## src/rtl/rob_pkg.sv

```systemverilog
package rob_pkg;
    typedef enum logic [1:0] {
        CM_IDLE   = 2'd0,
        CM_RETIRE = 2'd1,
        CM_FLUSH  = 2'd2
    } commit_act_e;
endpackage

```

## src/rtl/rob_arf.sv

```systemverilog
module rob_arf #(
    parameter int          NREG       = 16,
    parameter int          XLEN       = 32,
    parameter logic [XLEN-1:0] RESET_BASE = '0,
    localparam int         RW         = $clog2(NREG)
) (
    input  logic            clk,
    input  logic            rst_n,
    input  logic [RW-1:0]   raddr,
    output logic [XLEN-1:0] rdata,
    input  logic            we,
    input  logic [RW-1:0]   waddr,
    input  logic [XLEN-1:0] wdata
);
    logic [NREG-1:0][XLEN-1:0] regs_d, regs_q;

    always_comb begin
        regs_d = regs_q;
        if (we) regs_d[waddr] = wdata;
    end

    always_ff @(posedge clk) begin
        if (!rst_n) begin
            for (int i = 0; i < NREG; i++) regs_q[i] <= RESET_BASE + XLEN'(i);
        end else begin
            regs_q <= regs_d;
        end
    end

    assign rdata = regs_q[raddr];

    // A retire write must be visible in the following cycle
    p_write_lands_r8: assert property (@(posedge clk) disable iff (!rst_n)
        we |=> regs_q[$past(waddr)] == $past(wdata));
endmodule

```

## src/rtl/rob_lookup.sv

```systemverilog
module rob_lookup #(
    parameter int DEPTH = 8,
    parameter int NREG  = 16,
    parameter int XLEN  = 32,
    localparam int IDXW = $clog2(DEPTH),
    localparam int RW   = $clog2(NREG)
) (
    input  logic [DEPTH-1:0]           ent_valid,
    input  logic [DEPTH-1:0]           ent_done,
    input  logic [DEPTH-1:0][RW-1:0]   ent_dst,
    input  logic [DEPTH-1:0][XLEN-1:0] ent_value,
    input  logic [IDXW-1:0]            tail_idx,
    input  logic [RW-1:0]              reg_id,
    input  logic [XLEN-1:0]            arf_value,
    output logic [XLEN-1:0]            value,
    output logic                       ready
);
    logic            hit;
    logic [IDXW-1:0] sel;

    // Walk from the slot just below the tail back around the ring; first match is youngest.
    always_comb begin
        hit = 1'b0;
        sel = '0;
        for (int k = 0; k < DEPTH; k++) begin
            logic [IDXW-1:0] pos;
            pos = tail_idx - IDXW'(k) - IDXW'(1);
            if (!hit && ent_valid[pos] && ent_dst[pos] == reg_id) begin
                hit = 1'b1;
                sel = pos;
            end
        end
    end

    always_comb begin
        if (hit) begin
            ready = ent_done[sel];
            value = ent_done[sel] ? ent_value[sel] : '0;
        end else begin
            ready = 1'b1;
            value = arf_value;
        end
    end
endmodule

```

## src/rtl/rob_core.sv

```systemverilog
module rob_core #(
    parameter int              DEPTH          = 8,
    parameter int              NREG           = 16,
    parameter int              XLEN           = 32,
    parameter int              PCW            = 32,
    parameter logic [PCW-1:0]  HANDLER_PC     = 32'h0000_8000,
    parameter logic [XLEN-1:0] ARF_RESET_BASE = 32'h0000_0100,
    localparam int             IDXW           = $clog2(DEPTH),
    localparam int             RW             = $clog2(NREG)
) (
    input  logic            clk,
    input  logic            rst_n,
    input  logic            alloc_valid,
    input  logic [PCW-1:0]  alloc_pc,
    input  logic [RW-1:0]   alloc_dst,
    output logic            alloc_stall,
    output logic [IDXW-1:0] alloc_tag,
    input  logic [RW-1:0]   lookup_reg,
    output logic [XLEN-1:0] lookup_value,
    output logic            lookup_ready,
    input  logic            wb_valid,
    input  logic [IDXW-1:0] wb_tag,
    input  logic [XLEN-1:0] wb_value,
    input  logic            wb_fault,
    output logic            commit_valid,
    output logic [RW-1:0]   commit_reg,
    output logic [XLEN-1:0] commit_value,
    output logic            fault_redirect,
    output logic [PCW-1:0]  fault_pc,
    output logic [PCW-1:0]  handler_pc
);
    import rob_pkg::*;

    typedef struct packed {
        logic            valid;
        logic            done;
        logic            fault;
        logic [PCW-1:0]  pc;
        logic [RW-1:0]   dst;
        logic [XLEN-1:0] value;
    } entry_t;

    typedef struct packed {
        entry_t [DEPTH-1:0] ent;
        logic [IDXW:0]      head;
        logic [IDXW:0]      tail;
    } state_t;

    state_t          st_d, st_q;
    commit_act_e     act;
    entry_t          hd;
    logic [IDXW-1:0] head_idx, tail_idx;
    logic            full;
    logic            arf_we;
    logic [XLEN-1:0] arf_rdata;

    assign head_idx = st_q.head[IDXW-1:0];
    assign tail_idx = st_q.tail[IDXW-1:0];
    assign hd       = st_q.ent[head_idx];
    assign full     = (st_q.head[IDXW] != st_q.tail[IDXW]) && (head_idx == tail_idx);

    always_comb begin
        if (hd.valid && hd.done) act = hd.fault ? CM_FLUSH : CM_RETIRE;
        else                     act = CM_IDLE;
    end

    assign alloc_stall    = full || (act == CM_FLUSH);
    assign alloc_tag      = tail_idx;
    assign commit_valid   = (act == CM_RETIRE);
    assign commit_reg     = hd.dst;
    assign commit_value   = hd.value;
    assign fault_redirect = (act == CM_FLUSH);
    assign fault_pc       = hd.pc;
    assign handler_pc     = HANDLER_PC;
    assign arf_we         = commit_valid;

    always_comb begin
        st_d = st_q;
        if (act == CM_FLUSH) begin
            for (int i = 0; i < DEPTH; i++) st_d.ent[i].valid = 1'b0;
            st_d.head = '0;
            st_d.tail = '0;
        end else begin
            if (wb_valid && st_q.ent[wb_tag].valid) begin
                st_d.ent[wb_tag].done  = 1'b1;
                st_d.ent[wb_tag].fault = wb_fault;
                st_d.ent[wb_tag].value = wb_value;
            end
            if (alloc_valid && !alloc_stall) begin
                st_d.ent[tail_idx].valid = 1'b1;
                st_d.ent[tail_idx].done  = 1'b0;
                st_d.ent[tail_idx].fault = 1'b0;
                st_d.ent[tail_idx].pc    = alloc_pc;
                st_d.ent[tail_idx].dst   = alloc_dst;
                st_d.ent[tail_idx].value = '0;
                st_d.tail = st_q.tail + 1'b1;
            end
            if (act == CM_RETIRE) begin
                st_d.ent[head_idx].valid = 1'b0;
                st_d.head = st_q.head + 1'b1;
            end
        end
    end

    always_ff @(posedge clk) begin
        if (!rst_n) st_q <= '0;
        else        st_q <= st_d;
    end

    logic [DEPTH-1:0]           v_valid, v_done;
    logic [DEPTH-1:0][RW-1:0]   v_dst;
    logic [DEPTH-1:0][XLEN-1:0] v_value;

    for (genvar g = 0; g < DEPTH; g++) begin : g_flat
        assign v_valid[g] = st_q.ent[g].valid;
        assign v_done[g]  = st_q.ent[g].done;
        assign v_dst[g]   = st_q.ent[g].dst;
        assign v_value[g] = st_q.ent[g].value;
    end

    rob_arf #(.NREG(NREG), .XLEN(XLEN), .RESET_BASE(ARF_RESET_BASE)) u_arf (
        .clk   (clk),
        .rst_n (rst_n),
        .raddr (lookup_reg),
        .rdata (arf_rdata),
        .we    (arf_we),
        .waddr (hd.dst),
        .wdata (hd.value)
    );

    rob_lookup #(.DEPTH(DEPTH), .NREG(NREG), .XLEN(XLEN)) u_lookup (
        .ent_valid (v_valid),
        .ent_done  (v_done),
        .ent_dst   (v_dst),
        .ent_value (v_value),
        .tail_idx  (tail_idx),
        .reg_id    (lookup_reg),
        .arf_value (arf_rdata),
        .value     (lookup_value),
        .ready     (lookup_ready)
    );

    // Accepted allocation moves the tag on by one, modulo depth
    p_tag_advance_r2: assert property (@(posedge clk) disable iff (!rst_n)
        (alloc_valid && !alloc_stall) |=> alloc_tag == $past(alloc_tag) + IDXW'(1));

    // A refused allocation outside a flush leaves the tail where it was
    p_stall_holds_r3: assert property (@(posedge clk) disable iff (!rst_n)
        (alloc_valid && alloc_stall && !fault_redirect) |=> $stable(alloc_tag));

    // A fault empties the ring by the next cycle
    p_flush_empty_r9: assert property (@(posedge clk) disable iff (!rst_n)
        fault_redirect |=> (alloc_tag == '0 && !alloc_stall && !commit_valid && !fault_redirect));
endmodule

```

## config.mk

```make
export PLATFORM = sky130hd
export DESIGN_NAME = rob_core
export DESIGN_NICKNAME = d
export VERILOG_FILES = /design/src/rtl/rob_pkg.sv /design/src/rtl/rob_arf.sv /design/src/rtl/rob_lookup.sv /design/src/rtl/rob_core.sv
export SDC_FILE = /design/constraint.sdc
export NUM_CORES = 2
export LEC_CHECK = 0
export BUFFER_PORTS_ARGS = -buffer_cell sky130_fd_sc_hd__clkbuf_2
export CAP_MARGIN = 20
export CORE_ASPECT_RATIO = 1.75
export CORE_MARGIN = 2
export CORE_UTILIZATION = 40
export CTS_BUF_LIST = sky130_fd_sc_hd__clkbuf_16
export DETAILED_ROUTE_END_ITERATION = 8
export PLACE_DENSITY_LB_ADDON = 0.2
export SYNTH_ARGS = -nofsm -noshare
export SYNTH_HDL_FRONTEND = slang
export SYNTH_HIERARCHICAL = 1
export SYNTH_SLANG_ARGS = --single-unit
```

## constraint.sdc

```tcl
create_clock -name clk -period 11.7 [get_ports clk]
set_clock_uncertainty 0.2 [all_clocks]
set_input_delay 1.17 -clock clk [delete_from_list [all_inputs] [get_ports clk]]
set_output_delay 1.17 -clock clk [all_outputs]
set_load 0.005 [all_outputs]
```

==> metrics <==
Worst slew margin 0.188; share of layout cells above drive strength 1 0.179; Final Cycle Share 0.780; Least-Margin Pin Slew 1.22 ns; drt pass-1 iters 6; Synth top area share 0.406; Post-synth ARST share 0; Die Y 489 um; synth top area cells dfxtp_1 (41%), mux4_2 (13%), o21ai_0 (7.7%), nand3_1 (7.6%), a21oi_1 (5.5%); post-synthesis mux area share 0.169; Longest Clk Path Bufs 3; Peak Freq 110 MHz; GPL Wtd Cong 0.905; Die ar. 137000 um^2; mean area per synthesized cell 9.00 um^2; post-place setup slack 2.91 ns; sequential cell area fraction in the yosys report 0.406; Core ar. 133000 um^2; Hold-fix buffers, CTS 0; CTS tree done; clock-pin slew on the worst setup and hold paths 0.07 ns; initial antenna violation count 15; Leakage 18.8 nW; Max Cap Viol 0; First DRT Iteration DRCs 4818; Compound-Gate Fraction of Synth Area 0.211; total negative slack 0 ns; wire per inst 26.7 um; simple-gate share of the synthesized area 0.141; RSZ-0062 raised after global routing no; Synthesis Warnings 6; post-route cell area 58100 um^2; H-tree depth 3; I/O pins 219; final hold vios 0; Power, Total 7.79 mW; Crit path arrival time 7.76 ns; crit path max fanout 84; adder-cell share of the synthesized area 0.000932; GR Overflow Total 0; Post-CTS Resized 0; Initial Util 0.403; residual DRC count 0; Power Dens Cells 134 nW/um^2; largest net degree at the start of global routing 204; Worst Hold Class reg2reg; Die Wd 281 um; IO Port Bufs 186; Worst R2R Setup Slack 6.12 ns; fin. max-slew vios 0; # clock sinks 1088; Seq cells post-synth 1088; post-CTS setup buffers 0; Distinct cells, synth 85; vias per inst 6.37; row count 177; Via Count 48000; DRT Wirelength 201 mm; Critical Path Start Type register; Total GRT Usage 0.285; global-route wire length before repair 300 mm; worst vdd ir 0.113 mV; Area growth, synth to finish 8.17%; Root Buffer clkbuf_16; Final min period 9.13 ns; Post-DP Area 54800 um^2; DP Wirelength 113 mm; vias in the first global route 46700; status finished, final reports clean; Setup violations, final 0; Synth Area in XOR/XNOR 0.00650; Post-synth EDFFs 0; Min Hold Slack 0.259 ns; later-pin clock latency in the skew report 0.73 ns; Post-Syn Area 53700 um^2; fin nets 5732; post-route ant nets 0; main flop type after synthesis dfxtp_1; Cells after Synth 5970; Crit. End Element output port; worst setup path category reg2out; Critical Path RT 10.33 ns; most common library cells after synthesis dfxtp_1 (1088), o21ai_0 (823), nand3_1 (812); largest area contributor in the netlist dfxtp_1; setup slack after layout 2.57 ns; most common cell in the netlist dfxtp_1; largest family of logic cells by synthesized area compound AO/OA/AOI/OAI gates; number of buffers created by CTS 99
[worst paths after layout]
path / from / depth (start not counted) / to
setup / recovery: alloc_tag[0] / 16 / lookup_value[0]
hold / removal: st_q[289] / 2 / st_q[289]
setup reg to reg: head_idx[1] / 10 / u_arf/regs_q[219]
hold reg to reg: st_q[289] / 2 / st_q[289]
[stage by stage]
step / utilization / cells
2_1_floorplan: - / 6000
3_3_place_gp: 0.412 / 7334
3_5_place_dp: 0.412 / 7335
4_1_cts: 0.436 / 7517
5_1_grt: 0.436 / 7523
6_report: 0.436 / 7526
[state kept, by name (all words and copies together), names as in the netlist]
name          count
st_q            570
u_arf/regs_q    512
alloc_tag         3
head_idx          3
[cell type report]
class | instances | area [um^2]
multi-input cells | 4132 | 28800
fillers | 12900 | 75000
well taps | 1790 | 2240
clock buffers | 100 | 2500
clock inverters | 82 | 704
flip-flops and latches | 1088 | 21800
inverters | 31 | 128
diodes | 7 | 17.5
repair buffers | 296 | 1910
[critical path: stages (launching register included)]
cell      delay, ns
dfxtp_2        0.32
inv_1          0.48
ha_2           0.41
buf_12         0.27
mux4_2         0.54
nand2b_1       0.16
mux4_2         0.49
or4_1          0.76
o311a_1        0.22
o31a_1         0.10
o31ai_1        0.19
o211a_4        0.72
buf_4          0.92
mux2_2         0.32
o22ai_1        0.07
o41ai_1        0.71
clkbuf_2       0.24
[metal layers]
metal	track usage	vias to the layer above	wire length [um]
met2	0.497	2210	99000
met3	0.0482	638	15500
met1	0.334	23900	75900
li1	-	21200	-
met5	0	-	89
met4	0.148	14	10500
[where the power goes]
| part | internal, mW | total [mW] | switching (mW) |
|---|---|---|---|
| combinational | 0.180 | 0.673 | 0.493 |
| clock | 1.82 | 3.36 | 1.55 |
| sequential | 3.73 | 3.75 | 0.0220 |
[cell families after synthesis]
group | after synthesis
other | 2
multiplexers | 501
buffers and inverters | 780
flip-flops | 1088
AND/OR/NAND/NOR | 1610
AO/OA/AOI/OAI | 1946
adder cells (fa/ha/maj) | 4
XOR/XNOR | 39
[cells in the final DEF (no fill, tap or decap), types with 14 or more instances in the layout]
cell type / count
a22oi_1: 212
nand2_1: 459
clkbuf_16: 100
o211ai_1: 53
clkinv_1: 27
o311ai_0: 21
o21ai_1: 58
buf_4: 102
inv_1: 46
o21ai_0: 823
dfxtp_1: 1082
a21oi_2: 30
nor2_1: 160
clkbuf_2: 182
mux2_2: 135
and2_1: 35
conb_1: 32
nor2b_1: 36
clkinv_2: 15
mux2i_1: 55
a21oi_1: 591
nand3_1: 810
mux4_2: 311
xnor2_1: 25
nand2_2: 14
o22ai_1: 66
o41ai_2: 29
No activity file was read; power rests on OpenSTA's default activity.
